File: config.mk
export PLATFORM = sky130hd
export DESIGN_NAME = prio_irq_ctrl
export DESIGN_NICKNAME = d
export VERILOG_FILES = /design/src/rtl/irqc_pkg.sv /design/src/rtl/irqc_flags.sv /design/src/rtl/irqc_pick.sv /design/src/rtl/irqc_gie.sv /design/src/rtl/prio_irq_ctrl.sv
export SDC_FILE = /design/constraint.sdc
export NUM_CORES = 1
export LEC_CHECK = 0
export ABC_AREA = 1
export BUFFER_PORTS_ARGS = -buffer_cell sky130_fd_sc_hd__buf_2
export CORE_MARGIN = 2
export CORE_UTILIZATION = 46
export CTS_CLUSTER_DIAMETER = 80
export DETAILED_ROUTE_END_ITERATION = 6
export PLACE_DENSITY = 0.78
export SLEW_MARGIN = 20
export SYNTH_ARGS = -nofsm -noshare
export SYNTH_HDL_FRONTEND = slang
export SYNTH_HIERARCHICAL = 1
export SYNTH_SLANG_ARGS = --single-unit
File: constraint.sdc
create_clock -name clk -period 1.9 [get_ports clk]
set_input_delay 0.38 -clock clk [delete_from_list [all_inputs] [get_ports clk]]
set_output_delay 0.38 -clock clk [all_outputs]
set_load 0.02 [all_outputs]
File: src/rtl/irqc_pkg.sv
package irqc_pkg;
  typedef enum logic [1:0] {
    GC_KEEP  = 2'd0,
    GC_SET   = 2'd1,
    GC_CLEAR = 2'd2
  } gie_cmd_e;
endpackage

File: src/rtl/irqc_flags.sv
module irqc_flags #(
  parameter int          N_SRC    = 8,
  parameter logic [N_SRC-1:0] LVL_MASK = '0
) (
  input  logic             clk,
  input  logic             rst_n,
  input  logic [N_SRC-1:0] src_i,
  input  logic             clr_we_i,
  input  logic [N_SRC-1:0] clr_data_i,
  input  logic [N_SRC-1:0] ack_i,
  output logic [N_SRC-1:0] flags_o,
  output logic [N_SRC-1:0] req_o
);
  for (genvar i = 0; i < N_SRC; i++) begin : g_src
    if (LVL_MASK[i]) begin : g_level
      // level source: request follows the pin, no storage
      assign flags_o[i] = 1'b0;
      assign req_o[i]   = src_i[i];
    end else begin : g_event
      logic flag_q;
      logic drop;
      assign drop = (clr_we_i & clr_data_i[i]) | ack_i[i];
      always_ff @(posedge clk) begin
        if (!rst_n)        flag_q <= 1'b0;
        else if (src_i[i]) flag_q <= 1'b1;
        else if (drop)     flag_q <= 1'b0;
      end
      assign flags_o[i] = flag_q;
      assign req_o[i]   = flag_q;


      clear_takes_chk: assert property (@(posedge clk) disable iff (!rst_n)
        (clr_we_i && clr_data_i[i] && !src_i[i]) |=> !flags_o[i]);

      event_sets_chk: assert property (@(posedge clk) disable iff (!rst_n)
        src_i[i] |=> flags_o[i]);
    end
  end
endmodule

File: src/rtl/irqc_pick.sv
module irqc_pick #(
  parameter int N_SRC = 8,
  parameter int IDX_W = 3
) (
  input  logic [N_SRC-1:0] req_i,
  output logic             any_o,
  output logic [IDX_W-1:0] idx_o
);
  always_comb begin
    idx_o = '0;
    for (int i = N_SRC - 1; i >= 0; i--) begin
      if (req_i[i]) idx_o = IDX_W'(i);
    end
  end
  assign any_o = |req_i;
endmodule

File: src/rtl/irqc_gie.sv
module irqc_gie
  import irqc_pkg::*;
(
  input  logic clk,
  input  logic rst_n,
  input  logic take_i,
  input  logic reti_i,
  input  logic sei_i,
  input  logic cli_i,
  output logic gie_o
);
  gie_cmd_e cmd;
  logic     gie_q;

  always_comb begin
    if (cli_i || take_i)      cmd = GC_CLEAR;
    else if (reti_i || sei_i) cmd = GC_SET;
    else                      cmd = GC_KEEP;
  end

  always_ff @(posedge clk) begin
    if (!rst_n) gie_q <= 1'b0;
    else begin
      case (cmd)
        GC_SET:   gie_q <= 1'b1;
        GC_CLEAR: gie_q <= 1'b0;
        default:  gie_q <= gie_q;
      endcase
    end
  end
  assign gie_o = gie_q;


  cli_wins_chk: assert property (@(posedge clk) disable iff (!rst_n)
    cli_i |=> !gie_o);

  reti_sets_chk: assert property (@(posedge clk) disable iff (!rst_n)
    (reti_i && !cli_i) |=> gie_o);
endmodule

File: src/rtl/prio_irq_ctrl.sv
module prio_irq_ctrl #(
  parameter int               N_SRC    = 8,
  parameter logic [N_SRC-1:0] LVL_MASK = 8'b1100_0000,
  localparam int              IDX_W    = (N_SRC > 1) ? $clog2(N_SRC) : 1
) (
  input  logic             clk,
  input  logic             rst_n,
  input  logic [N_SRC-1:0] src_i,
  input  logic             en_we_i,
  input  logic [N_SRC-1:0] en_data_i,
  input  logic             clr_we_i,
  input  logic [N_SRC-1:0] clr_data_i,
  input  logic             retire_i,
  input  logic             reti_i,
  input  logic             sei_i,
  input  logic             cli_i,
  output logic             take_o,
  output logic [IDX_W-1:0] vec_o,
  output logic             gie_o,
  output logic [N_SRC-1:0] flags_o
);
  logic [N_SRC-1:0] en_q;
  logic [N_SRC-1:0] raw_req;
  logic [N_SRC-1:0] live_req;
  logic [N_SRC-1:0] ack_mask;
  logic             any_req;
  logic [IDX_W-1:0] win_idx;

  always_ff @(posedge clk) begin
    if (!rst_n)       en_q <= '0;
    else if (en_we_i) en_q <= en_data_i;
  end

  irqc_flags #(.N_SRC(N_SRC), .LVL_MASK(LVL_MASK)) u_flags (
    .clk(clk), .rst_n(rst_n), .src_i(src_i),
    .clr_we_i(clr_we_i), .clr_data_i(clr_data_i),
    .ack_i(ack_mask), .flags_o(flags_o), .req_o(raw_req)
  );

  assign live_req = raw_req & en_q;

  irqc_pick #(.N_SRC(N_SRC), .IDX_W(IDX_W)) u_pick (
    .req_i(live_req), .any_o(any_req), .idx_o(win_idx)
  );

  // boundary gate: no accept in a return cycle or under a same-cycle disable
  assign take_o   = retire_i & gie_o & ~cli_i & ~reti_i & any_req;
  assign vec_o    = take_o ? win_idx : '0;
  assign ack_mask = take_o ? (N_SRC'(1) << win_idx) : '0;

  irqc_gie u_gie (
    .clk(clk), .rst_n(rst_n), .take_i(take_o),
    .reti_i(reti_i), .sei_i(sei_i), .cli_i(cli_i), .gie_o(gie_o)
  );


  take_gate_chk: assert property (@(posedge clk) disable iff (!rst_n)
    take_o |-> (retire_i && gie_o && !cli_i && !reti_i));

  lowest_wins_chk: assert property (@(posedge clk) disable iff (!rst_n)
    take_o |-> (live_req[vec_o] &&
                ((live_req & ((N_SRC'(1) << vec_o) - N_SRC'(1))) == '0)));

  entry_masks_chk: assert property (@(posedge clk) disable iff (!rst_n)
    take_o |=> !gie_o);

  level_noflag_chk: assert property (@(posedge clk) disable iff (!rst_n)
    (flags_o & LVL_MASK) == '0);
endmodule

==> impl_metrics.toml <==
[cts]
path_clk_slew_ns = 0.10
numClockSinks = 15
cts-root-buf = "clkbuf_4"
holdBufCountCts = 0
clock_latency_ns = 0.28
cts.path.max_buffers = 2
numCtsBuffers = 3
h-tree-depth = 1
cts_tree = "done"

[power]
max-vdd-ir-drop_v = 0.000457
comb_power_share_pct = 25.1
leakage_nw = 0.667
p_int_mw = 0.495
p_per_area_nw_per_um2 = 614
clockPowerShare_pct = 26.7
p_sw_share_pct = 32.1
seq_power_share_pct = 48.2
p_sw_mw = 0.234

[sta]
period_needed_ns = 1.96
rsz0062_at_grt = "yes"
setup_viol = 4
fin_crit_sh_pct = 103
setup_slack_ns = -0.0648
max_freq_mhz = 509
slew_viol_final = 0
fin_skew_ns = 0.00259
hold_viol = 0
holdWs_ns = 0.313

[setup_path]
path_cells = "nand2_1 -> inv_1 -> or2_4 -> nor3_4 -> nand2_1 -> inv_1 -> nor2_2 -> nand2_2 -> inv_1 -> buf_2"
worstSetupEndpoint = "take_o"
rrSetupSlack_ns = 0.20
start_kind = "flop"
path_class = "flop to output pin"
cpPeakStageDelay_ns = 0.33
crit_top_cell = "inv_1"
cp_slowest_cell = "dfxtp_2"
r2r_start = "en_q[6]$_SDFFE_PN0P_"
cp_num_cells = 10
crit_fanout = 5
cp-end-kind = "output pin"
r2r_end = "u_flags/g_src[3].g_event.flag_q$_SDFFE_PN0P_"
cp.arrival_ns = 1.58
crit_family = "simple AND/OR/NAND/NOR gates"
crit_buf_inv = 4
r2r_cells = 14
worstPathRequired_ns = 1.52
cp-startpoint = "en_q[6]$_SDFFE_PN0P_"

[floorplanning]
fp.dieW_um = 50.4
initial_utilization_pct = 49.4
ios = 45
dieHeight_um = 50.4
coreArea_um2 = 2000
fp.dieArea_um2 = 2540
rows = 16

[layout]
utilization_pct = 59.3
insertedDiodeCount = 0
syn_to_final_growth_pct = 19.8
nets = 224
final_cells = 218
drive_gt1_share_pct = 38.2

[global_routing]
grt_overflow = 0
antenna_found_initial = 0
grt.total_usage_pct = 16.9
grt_pass1_wl_mm = 3.30
grt_max_degree = 11
grt_pass1_vias = 825

[routing]
drt_iter0_drc = 14
wirelength_mm = 2.04
antenna_left = 0
wl_per_cell_um = 9.37
vias_per_cell = 4.41
via_count = 961
drc = 0
first_pass_iters = 4

[status]
violations = "negative setup slack"
run_status = "finished, violations left"

[place]
portBuffers = 40
hpwl_mm = 1.63
gp_congestion = 0.789
dp.cells = 212

[synth]
avgSynthCellArea_um2 = 6.26
synth-warning-count = 6
netlist_area_um2 = 990
synthCells = 158

[flow_run]
max_cap_viol_count = 0

[min_path]
hp-class = "input port to flop"
## registers in the layout, indices dropped and copies added, names as in the netlist
| name | count |
|---|---|
| en_q | 8 |
| u_flags/g_src.g_event.flag_q | 6 |
| u_gie/gie_o | 1 |
## timing repair
item,CTS,global route
endpoints found under the setup margin,4,4
buffers inserted,1,1
gates resized for setup,4,8
pin swaps,0,1
## power groups by stage
stage / Combinational (mW) / Sequential, mW / Clock, mW
CTS: 0.173 / 0.351 / 0.198
global placement: 0.166 / 0.357 / 0
finish: 0.183 / 0.352 / 0.195
detailed placement: 0.170 / 0.358 / 0
floorplan: 0.133 / 0.355 / 0
global route: 0.205 / 0.355 / 0.226
## layout by cell type, fill, tap and decap left out, types with 2 or more instances in the layout
master    count
buf_2        38
inv_1        33
nand2_1      24
nor2_1       21
nand3_1      12
dfxtp_1      11
nor2_2       10
o21ai_0       8
buf_4         7
a21oi_1       5
inv_2         4
dfxtp_2       4
clkbuf_4      3
a21oi_2       2
conb_1        2
## tightest hold or removal path, cell delays in order
cell and delay (ns):
buf_2 0.10, inv_1 0.04, a21oi_1 0.05
## per-stage QoR
| stage | setup TNS, ns | power [mW] | cell area (µm²) | worst slack [ns] |
|---|---|---|---|---|
| 6_report | -0.195 | 0.729 | 1190 | -0.0648 |
| 3_5_place_dp | 0 | 0.528 | 1120 | 0.0671 |
| 4_1_cts | -0.257 | 0.722 | 1170 | -0.0791 |
| 5_1_grt | -0.751 | 0.785 | 1190 | -0.234 |
| 2_1_floorplan | 0 | 0.488 | 993 | 0.117 |
| 3_3_place_gp | 0 | 0.523 | 1120 | 0.0740 |
## layer usage
layer	vias up	wire, µm	global-route usage [%]
met2	27	1030	30.5
met5	-	0	0
met4	0	12	5.86
li1	518	-	-
met1	414	888	19.3
met3	2	107	4.17
## how the worst min path moves through the flow
stage | from | to | depth (start not counted)
after global placement | en_q[6]$_SDFFE_PN0P_ | en_q[6]$_SDFFE_PN0P_ | 2
final | src_i[5] | u_flags/g_src[5].g_event.flag_q$_SDFFE_PN0P_ | 3
after floorplan | en_q[0]$_SDFFE_PN0P_ | en_q[0]$_SDFFE_PN0P_ | 2
after global routing | src_i[5] | u_flags/g_src[5].g_event.flag_q$_SDFFE_PN0P_ | 3
after CTS | src_i[5] | u_flags/g_src[5].g_event.flag_q$_SDFFE_PN0P_ | 3
after detailed placement | en_q[4]$_SDFFE_PN0P_ | en_q[4]$_SDFFE_PN0P_ | 2
## cell type report
class                   count  area [µm²]
fillers                   202         816
multi-input cells          90         435
flip-flops and latches     15         305
repair buffers             45         243
inverters                  37         139
well taps                  27        33.8
clock buffers               3        22.5
clock inverters             1        7.51
Power figures use the tool's default switching activity.
